--- src/rtl/wb_alloc_pkg.sv ---
package wb_alloc_pkg;

    localparam int TAG_W   = 8;
    localparam int TID_W   = 1;
    localparam int PREG_W  = 5;
    localparam int NUM_DST = 2;
    localparam int NPREG   = 1 << PREG_W;

    typedef struct packed {
        logic                              valid;
        logic [TAG_W-1:0]                  tag;
        logic [TID_W-1:0]                  tid;
        logic                              executed;
        logic                              squashed;
        logic                              fault;
        logic                              has_dep;
        logic [NUM_DST-1:0]                dst_vld;
        logic [NUM_DST-1:0][PREG_W-1:0]    dst_idx;
    } wb_entry_t;

    // An entry may wake dependents only when it really produced a result.
    function automatic logic entry_qualifies(input wb_entry_t e);
        return e.valid && e.executed && !e.squashed && !e.fault;
    endfunction

endpackage

--- src/rtl/wb_slot_search.sv ---
module wb_slot_search #(
    parameter int SLOTS = 8,
    parameter int NREQ  = 3,
    localparam int POS_W = (SLOTS > 1) ? $clog2(SLOTS) : 1
) (
    input  logic [SLOTS-1:0]            occ,
    input  logic [NREQ-1:0]             req,
    output logic [NREQ-1:0]             grant_ok,
    output logic [NREQ-1:0][POS_W-1:0]  grant_pos,
    output logic                        overflow
);

    // Cursor restarts at position 0 for every request; taken grows as
    // earlier ports claim positions, so later ports walk past them.
    always_comb begin
        logic [SLOTS-1:0] taken;
        taken     = occ;
        grant_ok  = '0;
        grant_pos = '0;
        overflow  = 1'b0;
        for (int r = 0; r < NREQ; r++) begin
            if (req[r]) begin
                for (int p = 0; p < SLOTS; p++) begin
                    if (!grant_ok[r] && !taken[p]) begin
                        grant_ok[r]  = 1'b1;
                        grant_pos[r] = POS_W'(p);
                    end
                end
                if (grant_ok[r]) begin
                    taken[grant_pos[r]] = 1'b1;
                end else begin
                    overflow = 1'b1;
                end
            end
        end
    end

endmodule

--- src/rtl/wb_retire_stage.sv ---
module wb_retire_stage
    import wb_alloc_pkg::*;
#(
    parameter int WIDTH    = 2,
    parameter int NTHREADS = 2,
    parameter int CNT_W    = 16,
    localparam int NSET    = WIDTH * NUM_DST
) (
    input  logic                                clk,
    input  logic                                rst,
    input  wb_entry_t [WIDTH-1:0]               head,
    output logic [WIDTH-1:0]                    commit_valid,
    output logic [WIDTH*TAG_W-1:0]              commit_tag,
    output logic [WIDTH*TID_W-1:0]              commit_tid,
    output logic [WIDTH-1:0]                    wake_valid,
    output logic [WIDTH*TAG_W-1:0]              wake_tag,
    output logic [NSET-1:0]                     set_vld,
    output logic [NSET-1:0][PREG_W-1:0]         set_idx,
    output logic [NTHREADS*CNT_W-1:0]           wb_count,
    output logic [NTHREADS*CNT_W-1:0]           producer_count
);

    logic [WIDTH-1:0] live;
    logic [WIDTH-1:0] qual;

    // Retirement stops at the first empty slot of the head row.
    generate
        for (genvar s = 0; s < WIDTH; s++) begin : g_slot
            if (s == 0) begin : g_first
                assign live[s] = head[s].valid;
            end else begin : g_rest
                assign live[s] = head[s].valid && live[s-1];
            end
            assign qual[s]                    = live[s] && entry_qualifies(head[s]);
            assign commit_valid[s]            = live[s];
            assign commit_tag[s*TAG_W +: TAG_W] = head[s].tag;
            assign commit_tid[s*TID_W +: TID_W] = head[s].tid;
            assign wake_valid[s]              = qual[s];
            assign wake_tag[s*TAG_W +: TAG_W]   = head[s].tag;
            for (genvar d = 0; d < NUM_DST; d++) begin : g_dst
                assign set_vld[s*NUM_DST + d] = qual[s] && head[s].dst_vld[d];
                assign set_idx[s*NUM_DST + d] = head[s].dst_idx[d];
            end
        end
    endgenerate

    logic [NTHREADS-1:0][CNT_W-1:0] wb_cnt_q, prod_cnt_q;
    logic [NTHREADS-1:0][CNT_W-1:0] wb_inc, prod_inc;

    always_comb begin
        wb_inc   = '0;
        prod_inc = '0;
        for (int t = 0; t < NTHREADS; t++) begin
            for (int s = 0; s < WIDTH; s++) begin
                if (qual[s] && (head[s].tid == TID_W'(t))) begin
                    wb_inc[t] = wb_inc[t] + CNT_W'(1);
                    if (head[s].has_dep) begin
                        prod_inc[t] = prod_inc[t] + CNT_W'(1);
                    end
                end
            end
        end
    end

    always_ff @(posedge clk) begin
        if (rst) begin
            wb_cnt_q   <= '0;
            prod_cnt_q <= '0;
        end else begin
            for (int t = 0; t < NTHREADS; t++) begin
                wb_cnt_q[t]   <= wb_cnt_q[t] + wb_inc[t];
                prod_cnt_q[t] <= prod_cnt_q[t] + prod_inc[t];
            end
        end
    end

    assign wb_count       = wb_cnt_q;
    assign producer_count = prod_cnt_q;

endmodule

--- src/rtl/wb_scoreboard.sv ---
module wb_scoreboard
    import wb_alloc_pkg::*;
#(
    parameter int NSET = 4
) (
    input  logic                        clk,
    input  logic                        rst,
    input  logic [NSET-1:0]             set_vld,
    input  logic [NSET-1:0][PREG_W-1:0] set_idx,
    input  logic                        clr_vld,
    input  logic [PREG_W-1:0]           clr_idx,
    output logic [NPREG-1:0]            ready
);

    // Clear is applied first so that a set to the same index wins.
    always_ff @(posedge clk) begin
        if (rst) begin
            ready <= '0;
        end else begin
            if (clr_vld) begin
                ready[clr_idx] <= 1'b0;
            end
            for (int i = 0; i < NSET; i++) begin
                if (set_vld[i]) begin
                    ready[set_idx[i]] <= 1'b1;
                end
            end
        end
    end

endmodule

--- src/rtl/wb_writeback_unit.sv ---
module wb_writeback_unit
    import wb_alloc_pkg::*;
#(
    parameter int WB_WIDTH    = 2,
    parameter int WB_DEPTH    = 4,
    parameter int NUM_REQ     = 3,
    parameter int NUM_THREADS = 2,
    parameter int CNT_W       = 16
) (
    input  logic                                    clk,
    input  logic                                    rst,
    input  logic [NUM_REQ-1:0]                      req_valid,
    input  logic [NUM_REQ*TAG_W-1:0]                req_tag,
    input  logic [NUM_REQ*TID_W-1:0]                req_tid,
    input  logic [NUM_REQ-1:0]                      req_executed,
    input  logic [NUM_REQ-1:0]                      req_squashed,
    input  logic [NUM_REQ-1:0]                      req_fault,
    input  logic [NUM_REQ-1:0]                      req_has_dep,
    input  logic [NUM_REQ*NUM_DST-1:0]              req_dst_vld,
    input  logic [NUM_REQ*NUM_DST*PREG_W-1:0]       req_dst_idx,
    input  logic                                    sb_clr_valid,
    input  logic [PREG_W-1:0]                       sb_clr_idx,
    output logic                                    alloc_overflow,
    output logic [WB_WIDTH-1:0]                     commit_valid,
    output logic [WB_WIDTH*TAG_W-1:0]               commit_tag,
    output logic [WB_WIDTH*TID_W-1:0]               commit_tid,
    output logic [WB_WIDTH-1:0]                     wake_valid,
    output logic [WB_WIDTH*TAG_W-1:0]               wake_tag,
    output logic [NPREG-1:0]                        sb_ready,
    output logic [NUM_THREADS*CNT_W-1:0]            wb_count,
    output logic [NUM_THREADS*CNT_W-1:0]            producer_count
);

    localparam int SLOTS = WB_WIDTH * WB_DEPTH;
    localparam int POS_W = (SLOTS > 1) ? $clog2(SLOTS) : 1;
    localparam int NSET  = WB_WIDTH * NUM_DST;

    // Linear position p = row * WB_WIDTH + slot; row 0 is the head.
    wb_entry_t [SLOTS-1:0]   buf_q;
    wb_entry_t [SLOTS-1:0]   buf_shift;
    wb_entry_t [SLOTS-1:0]   buf_d;
    wb_entry_t [NUM_REQ-1:0] req_entry;
    logic [SLOTS-1:0]        occ_shift;

    logic [NUM_REQ-1:0]             grant_ok;
    logic [NUM_REQ-1:0][POS_W-1:0]  grant_pos;

    logic [NSET-1:0]                set_vld;
    logic [NSET-1:0][PREG_W-1:0]    set_idx;

    // Image of the buffer after this edge's shift; searching it keeps
    // a row that shifts and receives new entries from losing either.
    generate
        for (genvar p = 0; p < SLOTS; p++) begin : g_shift
            if (p + WB_WIDTH < SLOTS) begin : g_move
                assign buf_shift[p] = buf_q[p + WB_WIDTH];
            end else begin : g_fill
                assign buf_shift[p] = '0;
            end
            assign occ_shift[p] = buf_shift[p].valid;
        end

        for (genvar r = 0; r < NUM_REQ; r++) begin : g_req
            assign req_entry[r].valid    = req_valid[r];
            assign req_entry[r].tag      = req_tag[r*TAG_W +: TAG_W];
            assign req_entry[r].tid      = req_tid[r*TID_W +: TID_W];
            assign req_entry[r].executed = req_executed[r];
            assign req_entry[r].squashed = req_squashed[r];
            assign req_entry[r].fault    = req_fault[r];
            assign req_entry[r].has_dep  = req_has_dep[r];
            assign req_entry[r].dst_vld  = req_dst_vld[r*NUM_DST +: NUM_DST];
            assign req_entry[r].dst_idx  = req_dst_idx[r*NUM_DST*PREG_W +: NUM_DST*PREG_W];
        end
    endgenerate

    wb_slot_search #(
        .SLOTS (SLOTS),
        .NREQ  (NUM_REQ)
    ) i_search (
        .occ       (occ_shift),
        .req       (req_valid),
        .grant_ok  (grant_ok),
        .grant_pos (grant_pos),
        .overflow  (alloc_overflow)
    );

    always_comb begin
        buf_d = buf_shift;
        for (int r = 0; r < NUM_REQ; r++) begin
            if (grant_ok[r]) begin
                buf_d[grant_pos[r]] = req_entry[r];
            end
        end
    end

    always_ff @(posedge clk) begin
        if (rst) begin
            buf_q <= '0;
        end else begin
            buf_q <= buf_d;
        end
    end

    wb_retire_stage #(
        .WIDTH    (WB_WIDTH),
        .NTHREADS (NUM_THREADS),
        .CNT_W    (CNT_W)
    ) i_retire (
        .clk            (clk),
        .rst            (rst),
        .head           (buf_q[WB_WIDTH-1:0]),
        .commit_valid   (commit_valid),
        .commit_tag     (commit_tag),
        .commit_tid     (commit_tid),
        .wake_valid     (wake_valid),
        .wake_tag       (wake_tag),
        .set_vld        (set_vld),
        .set_idx        (set_idx),
        .wb_count       (wb_count),
        .producer_count (producer_count)
    );

    wb_scoreboard #(
        .NSET (NSET)
    ) i_sb (
        .clk     (clk),
        .rst     (rst),
        .set_vld (set_vld),
        .set_idx (set_idx),
        .clr_vld (sb_clr_valid),
        .clr_idx (sb_clr_idx),
        .ready   (sb_ready)
    );

endmodule

--- config.mk ---
export PLATFORM = sky130hd
export DESIGN_NAME = wb_writeback_unit
export DESIGN_NICKNAME = d
export VERILOG_FILES = /design/src/rtl/wb_alloc_pkg.sv /design/src/rtl/wb_slot_search.sv /design/src/rtl/wb_retire_stage.sv /design/src/rtl/wb_scoreboard.sv /design/src/rtl/wb_writeback_unit.sv
export SDC_FILE = /design/constraint.sdc
export NUM_CORES = 1
export LEC_CHECK = 0
export ABC_AREA = 1
export CAP_MARGIN = 30
export CORE_MARGIN = 5
export CORE_UTILIZATION = 38
export DETAILED_ROUTE_END_ITERATION = 10
export DONT_BUFFER_PORTS = 1
export GPL_TIMING_DRIVEN = 0
export HOLD_SLACK_MARGIN = 0.06
export PLACE_DENSITY = 0.52
export SYNTH_ARGS = -nofsm -noshare
export SYNTH_HDL_FRONTEND = slang
export SYNTH_SLANG_ARGS = --single-unit
export TNS_END_PERCENT = 5
--- constraint.sdc ---
create_clock -name clk -period 5 [get_ports clk]
set_input_delay 0.25 -clock clk [delete_from_list [all_inputs] [get_ports clk]]
set_output_delay 0.25 -clock clk [all_outputs]
set_load 0.01 [all_outputs]
**After elaboration in Yosys (flattened, before gate mapping)**

Index checks and enable logic that the tools add are counted.

- Input bits: 86
- Logic and storage cells: 341
- Output and inout bits: 135
- Register bits: 304

- Multiplexer cells: 130
- Add/subtract/negate cells: 8
- $lt $le $gt $ge: 20
- Reductions and logical operators: 88
- Bitwise logic cells: 10

Operator list:

| operator | count |
|---|---|
| 208-bit bitwise mux | 3 |
| 208-bit two-way mux | 3 |
| 32-bit two-way mux | 9 |
| 26-bit demux with 3-bit select | 3 |
| 32-bit bitwise OR | 4 |
| 16-bit two-way mux | 7 |
| 26-bit two-way mux | 3 |
| 1-bit two-way mux | 68 |
| 16-bit adder | 4 |
| 3-bit two-way mux | 17 |
| 1-bit logical AND | 46 |
| 1-bit logical NOT | 42 |
| 32-bit AND | 1 |
| 8-bit two-way mux | 4 |
| 32-bit NOT | 1 |
| 5-bit by 6-bit < comparator with 1-bit output (second input constant) | 5 |
| 1-bit demux with 5-bit select | 5 |
| 5-bit by 1-bit greater-or-equal comparator with 1-bit output (second input constant) | 5 |
| 3-bit by 4-bit < comparator with 1-bit output (second input constant) | 5 |
| 16-bit by 1-bit adder with 16-bit output (second input constant) | 1 |
| 3-bit by 1-bit greater-or-equal comparator with 1-bit output (second input constant) | 5 |
| 2-bit two-way mux | 6 |
| 6-bit by 8-bit bitwise OR with 8-bit output | 1 |
| 8-bit bitwise OR | 1 |
| 3 further kinds | 7 |

**Longest topological paths before layout**

- Depth after elaboration: 105
- Mapped depth: 20
- Depth with buffers taken out: 20

**Hierarchy**

Synthesis repeated with hierarchy kept, for this count alone.

- Cell total of the unflattened synthesis: 3261
- Area total of the unflattened synthesis: 18998.2 um^2

By module, submodules not included:

| module | sequential area each (um^2) | cells each | instances | area each (um^2) |
|---|---|---|---|---|
| wb_writeback_unit | 4164.0 | 2126 | 1 | 12248.0 |
| wb_retire_stage | 1281.2 | 549 | 1 | 3692.3 |
| wb_scoreboard | 640.6 | 467 | 1 | 2452.4 |
| wb_slot_search | 0.0 | 119 | 1 | 605.6 |

**Worst setup path after synthesis**

Ideal clock, no wire load.

- Path kind: flip-flop to flip-flop
- Start: register buf_q[25] (netlist bit)
- End: register i_retire.prod_cnt_q, in the netlist i_retire.producer_count[14]
- Setup slack: 1.641 ns
- Setup time: 0.070 ns
- Period minus slack after synthesis: 3.359 ns
- Arrival: 3.289 ns
- Stages on the path, launching flop included: 20
- Required time: 4.930 ns
- Buffers on the path: 0
- Cell sequence: dfxtp_1 nand2_1 nor4_1 inv_1 nor2_1 mux2_2 ha_1 inv_1 fa_1 nor2_1 nand2_1 nor3_1 inv_1 nor2_1 nand3_1 nor2_1 nand2_1 nor4_1 o21ai_0 a21oi_1

- Elaborated cells between the ends (all ways): 13

RTL lines:

| element | RTL line | source |
|---|---|---|
| start: declaration | wb_writeback_unit.sv:39 | `wb_entry_t [SLOTS-1:0] buf_q;` |
| start signal: assignment | wb_writeback_unit.sv:100 | `buf_q <= buf_d;` |
| 1-bit logical AND | wb_retire_stage.sv:32 | `assign live[s] = head[s].valid && live[s-1];` |
| 1-bit logical AND | wb_retire_stage.sv:34 | `assign qual[s] = live[s] && entry_qualifies(head[s]);` |
| named net wake_valid[1] | wb_writeback_unit.sv:27 | `output logic [WB_WIDTH-1:0] wake_valid,` |
| 1-bit logical AND | wb_retire_stage.sv:55 | `if (qual[s] && (head[s].tid == TID_W'(t))) begin` |
| 16-bit two-way mux | wb_retire_stage.sv:55 |  |
| 16-bit adder | wb_retire_stage.sv:72 | `prod_cnt_q[t] <= prod_cnt_q[t] + prod_inc[t];` |
| end signal: indexed assignment | wb_retire_stage.sv:72 |  |
| end: declaration | wb_retire_stage.sv:47 | `logic [NTHREADS-1:0][CNT_W-1:0] wb_cnt_q, prod_cnt_q;` |

The timed path passes the listed nets, and every way through them passes these cells.
A chain may end at the register's enable or synchronous reset.

**Worst setup path in the final report**

- Start: register buf_q[25] (netlist bit)
- End: register i_retire.prod_cnt_q, in the netlist i_retire.producer_count[14]

- Word-level cells in the longest chain between the ends: 10
- Elaborated cells between the ends (all ways): 13

Ends and longest elaborated chain:

| element | RTL line | source |
|---|---|---|
| 1-bit logical AND (3 in series) | wb_alloc_pkg.sv:23 | `return e.valid && e.executed && !e.squashed && !e.fault;` |
| 1-bit logical AND * | wb_retire_stage.sv:34 |  |
| named net wake_valid[0] | wb_writeback_unit.sv:27 |  |
| 1-bit logical AND * | wb_retire_stage.sv:55 |  |
| 1-bit two-way mux * | wb_retire_stage.sv:55 |  |
| 1-bit by 1-bit adder with 2-bit output | wb_retire_stage.sv:58 | `prod_inc[t] = prod_inc[t] + CNT_W'(1);` |
| 16-bit two-way mux | wb_retire_stage.sv:57 | `if (head[s].has_dep) begin` |
| 16-bit two-way mux * | wb_retire_stage.sv:55 |  |
| 16-bit adder * | wb_retire_stage.sv:72 |  |

Mark *: on every way through the listed nets, which the timed path passes. The rest lies on a longest branch.

==> summary.txt <==
Critical path
  • CP Buf/Inv Count: 3
  • Top Family by Delay on Critical Path: simple AND/OR/NAND/NOR gates
  • Crit path kind: reg2reg
  • Worst path max stage delay: 0.66 ns
  • Setup crit start kind: flip-flop
  • WP data arrival: approximately 4.6 ns
  • Worst reg2reg setup slack: between 0.8 and 0.9 ns
  • Critical-path maximum fanout: 4
  • CP cell instances: nand2_1, nor3_2, inv_1, nor3_1, ha_1, mux2_2, ha_1, inv_1, fa_1, nor2_1, nand2_1, nor3_1, inv_1, nor2_1, nand3_1, nor2_1, nand2_1, nor4_1, o21ai_0, a21oi_1
  • CP endpoint kind: flip-flop
  • CP max stage cell: nor3_2
  • Worst EP required: 5.48 ns

Logic synthesis
  • Synth top area share: between 30 and 40%
  • Synth Instances: 2799
  • Synth Flop Type: dfxtp_1
  • Yosys Warn Count: 0
  • Area contributors post-synth: dfxtp_1, nand2_1, nor2_1
  • Asr flop ratio synth: 0%
  • EDFF count, synth: 0
  • #FFs+latches synth: about 300
  • Synth cell types: 44
  • Leading area contributor after synthesis: dfxtp_1
  • Avg Cell Area, Syn: roughly 6 µm²
  • Syn Nets: 2901
  • Post-synthesis sequential area ratio: between 30% and 40%
  • Synth Cell Area: roughly 17000 µm²

Global routing
  • Aggregate global routing overflow: 0
  • Vias in the first global route: 18100
  • Initial antenna violation count: 3
  • First-pass GRT wire length: ~120000 µm
  • Largest net degree at the start of global routing: 15
  • Gr usage total: roughly 31%

Min path
  • Hold crit path type: in2reg

CTS
  • CTS tree: yes
  • Clock latency on the worst-skew pair: 0.57 ns
  • Clock tree buffer depth: 3
  • CTS resizes: 0
  • Post-CTS setup buffers: 0
  • # hold bufs at CTS: 98
  • Clock transition at the registers of the reported paths: about 0.060 ns
  • Clock Tree Root: clkbuf_16
  • Number of CTS-inserted buffers: 38
  • H-tree Lvls: 2
  • Clock sinks: about 300

Layout
  • Area grow syn2layout: 18.2%
  • Nets: roughly 3000
  • Filler instances: between 4000 and 5000
  • Fraction of layout instances using a drive strength above 1: 5.56%
  • Cell area after layout: approximately 20000 µm²

Placement
  • HPWL Detailed: slightly below 60000 µm
  • I/O Buffers: 0
  • Dpl cell area: around 18000 µm²
  • GP Congestion: about 1

Drt
  • Per-cell routed wire length: around 23 µm
  • DRC Markers: 0
  • Detailed Routing Iterations Pass 1: 6
  • ANT nets after route: 0
  • Via count: about 19000
  • Vias/cell: about 5.4
  • Routed Wire Length: ~80000 µm
  • First DRT Iteration DRCs: ~2000

STA
  • Worst Skew: roughly 0.033 ns
  • Setup TNS: 0 ns
  • Final period util: between 80% and 90%
  • Final Max Tran Viols: 0
  • Fmax: between 0.2 and 0.25 GHz
  • Final min period: roughly 4.1 ns
  • RSZ-0062 raised after global routing: false
  • Worst slew pin tran: 1.02 ns
  • Final Hold Fails: 0
  • Rel. slew slack: a little under a third
  • Finish-stage setup viols: 0
  • Hold_ws: between 0.1 and 0.15 ns

Power and ir drop
  • Max IR drop VDD: approximately 0.00023 V
  • PwrDens: approximately 330 nW/µm²
  • Leakage power: ~0.0092 µW
  • Design Power: roughly 6700 µW

Die
  • Boundary pin count: 221
  • Die area: around 50000 µm²
  • Die height: ~220 µm
  • Initial Utilization: between 30% and 40%
  • DIE WIDTH: between 200 and 250 µm
  • CORE AREA: 44400 µm²
  • Rows: 77

Job
  • Max Cap Viol: 0

Status
  • Status: complete, no violations
[worst reg2reg max path, cell delays in order, from the launching register on]
cell and delay, ns:
dfxtp_1 0.37, nand2_1 0.08, nor3_2 0.66, inv_1 0.20
nor3_1 0.25, ha_1 0.16, mux2_2 0.14, ha_1 0.15
inv_1 0.06, fa_1 0.41, nor2_1 0.12, nand2_1 0.08
nor3_1 0.33, inv_1 0.07, nor2_1 0.14, nand3_1 0.13
nor2_1 0.14, nand2_1 0.09, nor4_1 0.23, o21ai_0 0.12
a21oi_1 0.13
[layout make-up]
| class | instances | area, µm² | area share [%] |
|---|---|---|---|
| inverter | 272 | 1020 | 5.03 |
| clock inverter | 14 | 163 | 0.802 |
| sequential | 304 | 6090 | 30.0 |
| antenna | 4 | 10.0 | 0.0493 |
| clock buffer | 55 | 1170 | 5.76 |
| buffer | 182 | 860 | 4.24 |
| multi-input combinational | 2041 | 9210 | 45.4 |
| tap | 592 | 741 | 3.65 |
| timing repair buffer | 102 | 1030 | 5.08 |
[report_power, final]
group	switching (µW)	internal (µW)
sequential	57.6	2530
combinational	805	309
clock	1170	1780
total	2030	4620
[flip-flops by register name, indices dropped and copies added (netlist names)]
name and count:
buf_q 208, i_retire.producer_count 32, i_retire.wb_count 32, i_sb.ready 32
[per-layer routing]
layer	global-route usage [%]	share of wire [%]
met3	9.63	11
met1	38.5	39
met2	50.8	46
met5	0	0
met4	12.8	4.2
[synthesized netlist by cell type, drive strengths merged (2+ instances only)]
library cell,n
a21o,3
or2,3
nor3b,2
o21ai,243
a211oi,2
a21oi,164
o221ai,2
o311ai,11
nor2,539
nor3,49
nor4,12
nand2,764
o21bai,5
nand3,102
o2111ai,5
ha,12
o21a,3
a221oi,5
nand3b,3
a311oi,3
a31oi,16
dfxtp,304
clkbuf,98
nand4,7
fa,4
o211ai,76
buf,84
inv,271
o31ai,2
[cell usage in the layout (no fill, tap or decap), types with 4 or more instances in the layout]
| cell | synthesis | layout |
|---|---|---|
| a21oi_1 | 164 | 164 |
| a221oi_1 | 5 | 5 |
| a31oi_1 | 16 | 16 |
| buf_1 | 13 | 13 |
| buf_2 | 36 | 36 |
| buf_4 | 35 | 36 |
| clkbuf_1 | 98 | 103 |
| clkbuf_16 | 0 | 41 |
| clkbuf_8 | 0 | 9 |
| clkinv_2 | 0 | 5 |
| clkinvlp_4 | 0 | 4 |
| dfxtp_1 | 304 | 304 |
| diode_2 | 0 | 4 |
| dlygate4sd3_1 | 0 | 98 |
| fa_1 | 4 | 4 |
| ha_1 | 12 | 12 |
| inv_1 | 267 | 267 |
| inv_2 | 4 | 4 |
| nand2_1 | 760 | 760 |
| nand2_2 | 4 | 4 |
| nand3_1 | 96 | 96 |
| nand3_2 | 6 | 6 |
| nand4_1 | 7 | 7 |
| nor2_1 | 535 | 535 |
| nor3_1 | 49 | 48 |
| nor4_1 | 12 | 11 |
| o2111ai_1 | 5 | 5 |
| o211ai_1 | 76 | 76 |
| o21ai_0 | 240 | 240 |
| o21bai_1 | 4 | 4 |
| o311ai_0 | 11 | 11 |
[per-stage QoR]
stage | utilization, % | setup slack (ns) | instances
finish | 45.7 | 0.859 | 3566
global route | 45.7 | 0.397 | 3564
CTS | 45.6 | 0.838 | 3561
detailed placement | 40.4 | 0.887 | 3394
global placement | 40.3 | 0.296 | 3391
floorplan | - | 1.64 | 2799
[final timing paths]
| path | from | to | cells after the start |
|---|---|---|---|
| hold / removal | req_dst_idx[11] | buf_q[157] | 6 |
| hold reg to reg | i_retire.producer_count[31] | i_retire.producer_count[31] | 2 |
| setup / recovery | buf_q[25] | i_retire.producer_count[14] | 20 |
| setup reg to reg | buf_q[25] | i_retire.producer_count[14] | 20 |
[cell families (layout without fill, tap and decap cells)]
| family | after synthesis | count (layout) | synth area share (%) |
|---|---|---|---|
| and+or+nand+nor | 1481 | 1481 | 34.2 |
| muxes | 1 | 1 | 0.0656 |
| other | 0 | 4 | 0 |
| AOI/OAI and AO/OA | 543 | 543 | 17.9 |
| buffers and inverters | 454 | 625 | 11.0 |
| DFF | 304 | 304 | 35.5 |
| adders and majority gates | 16 | 16 | 1.34 |
(Power assumes the default switching activity.)
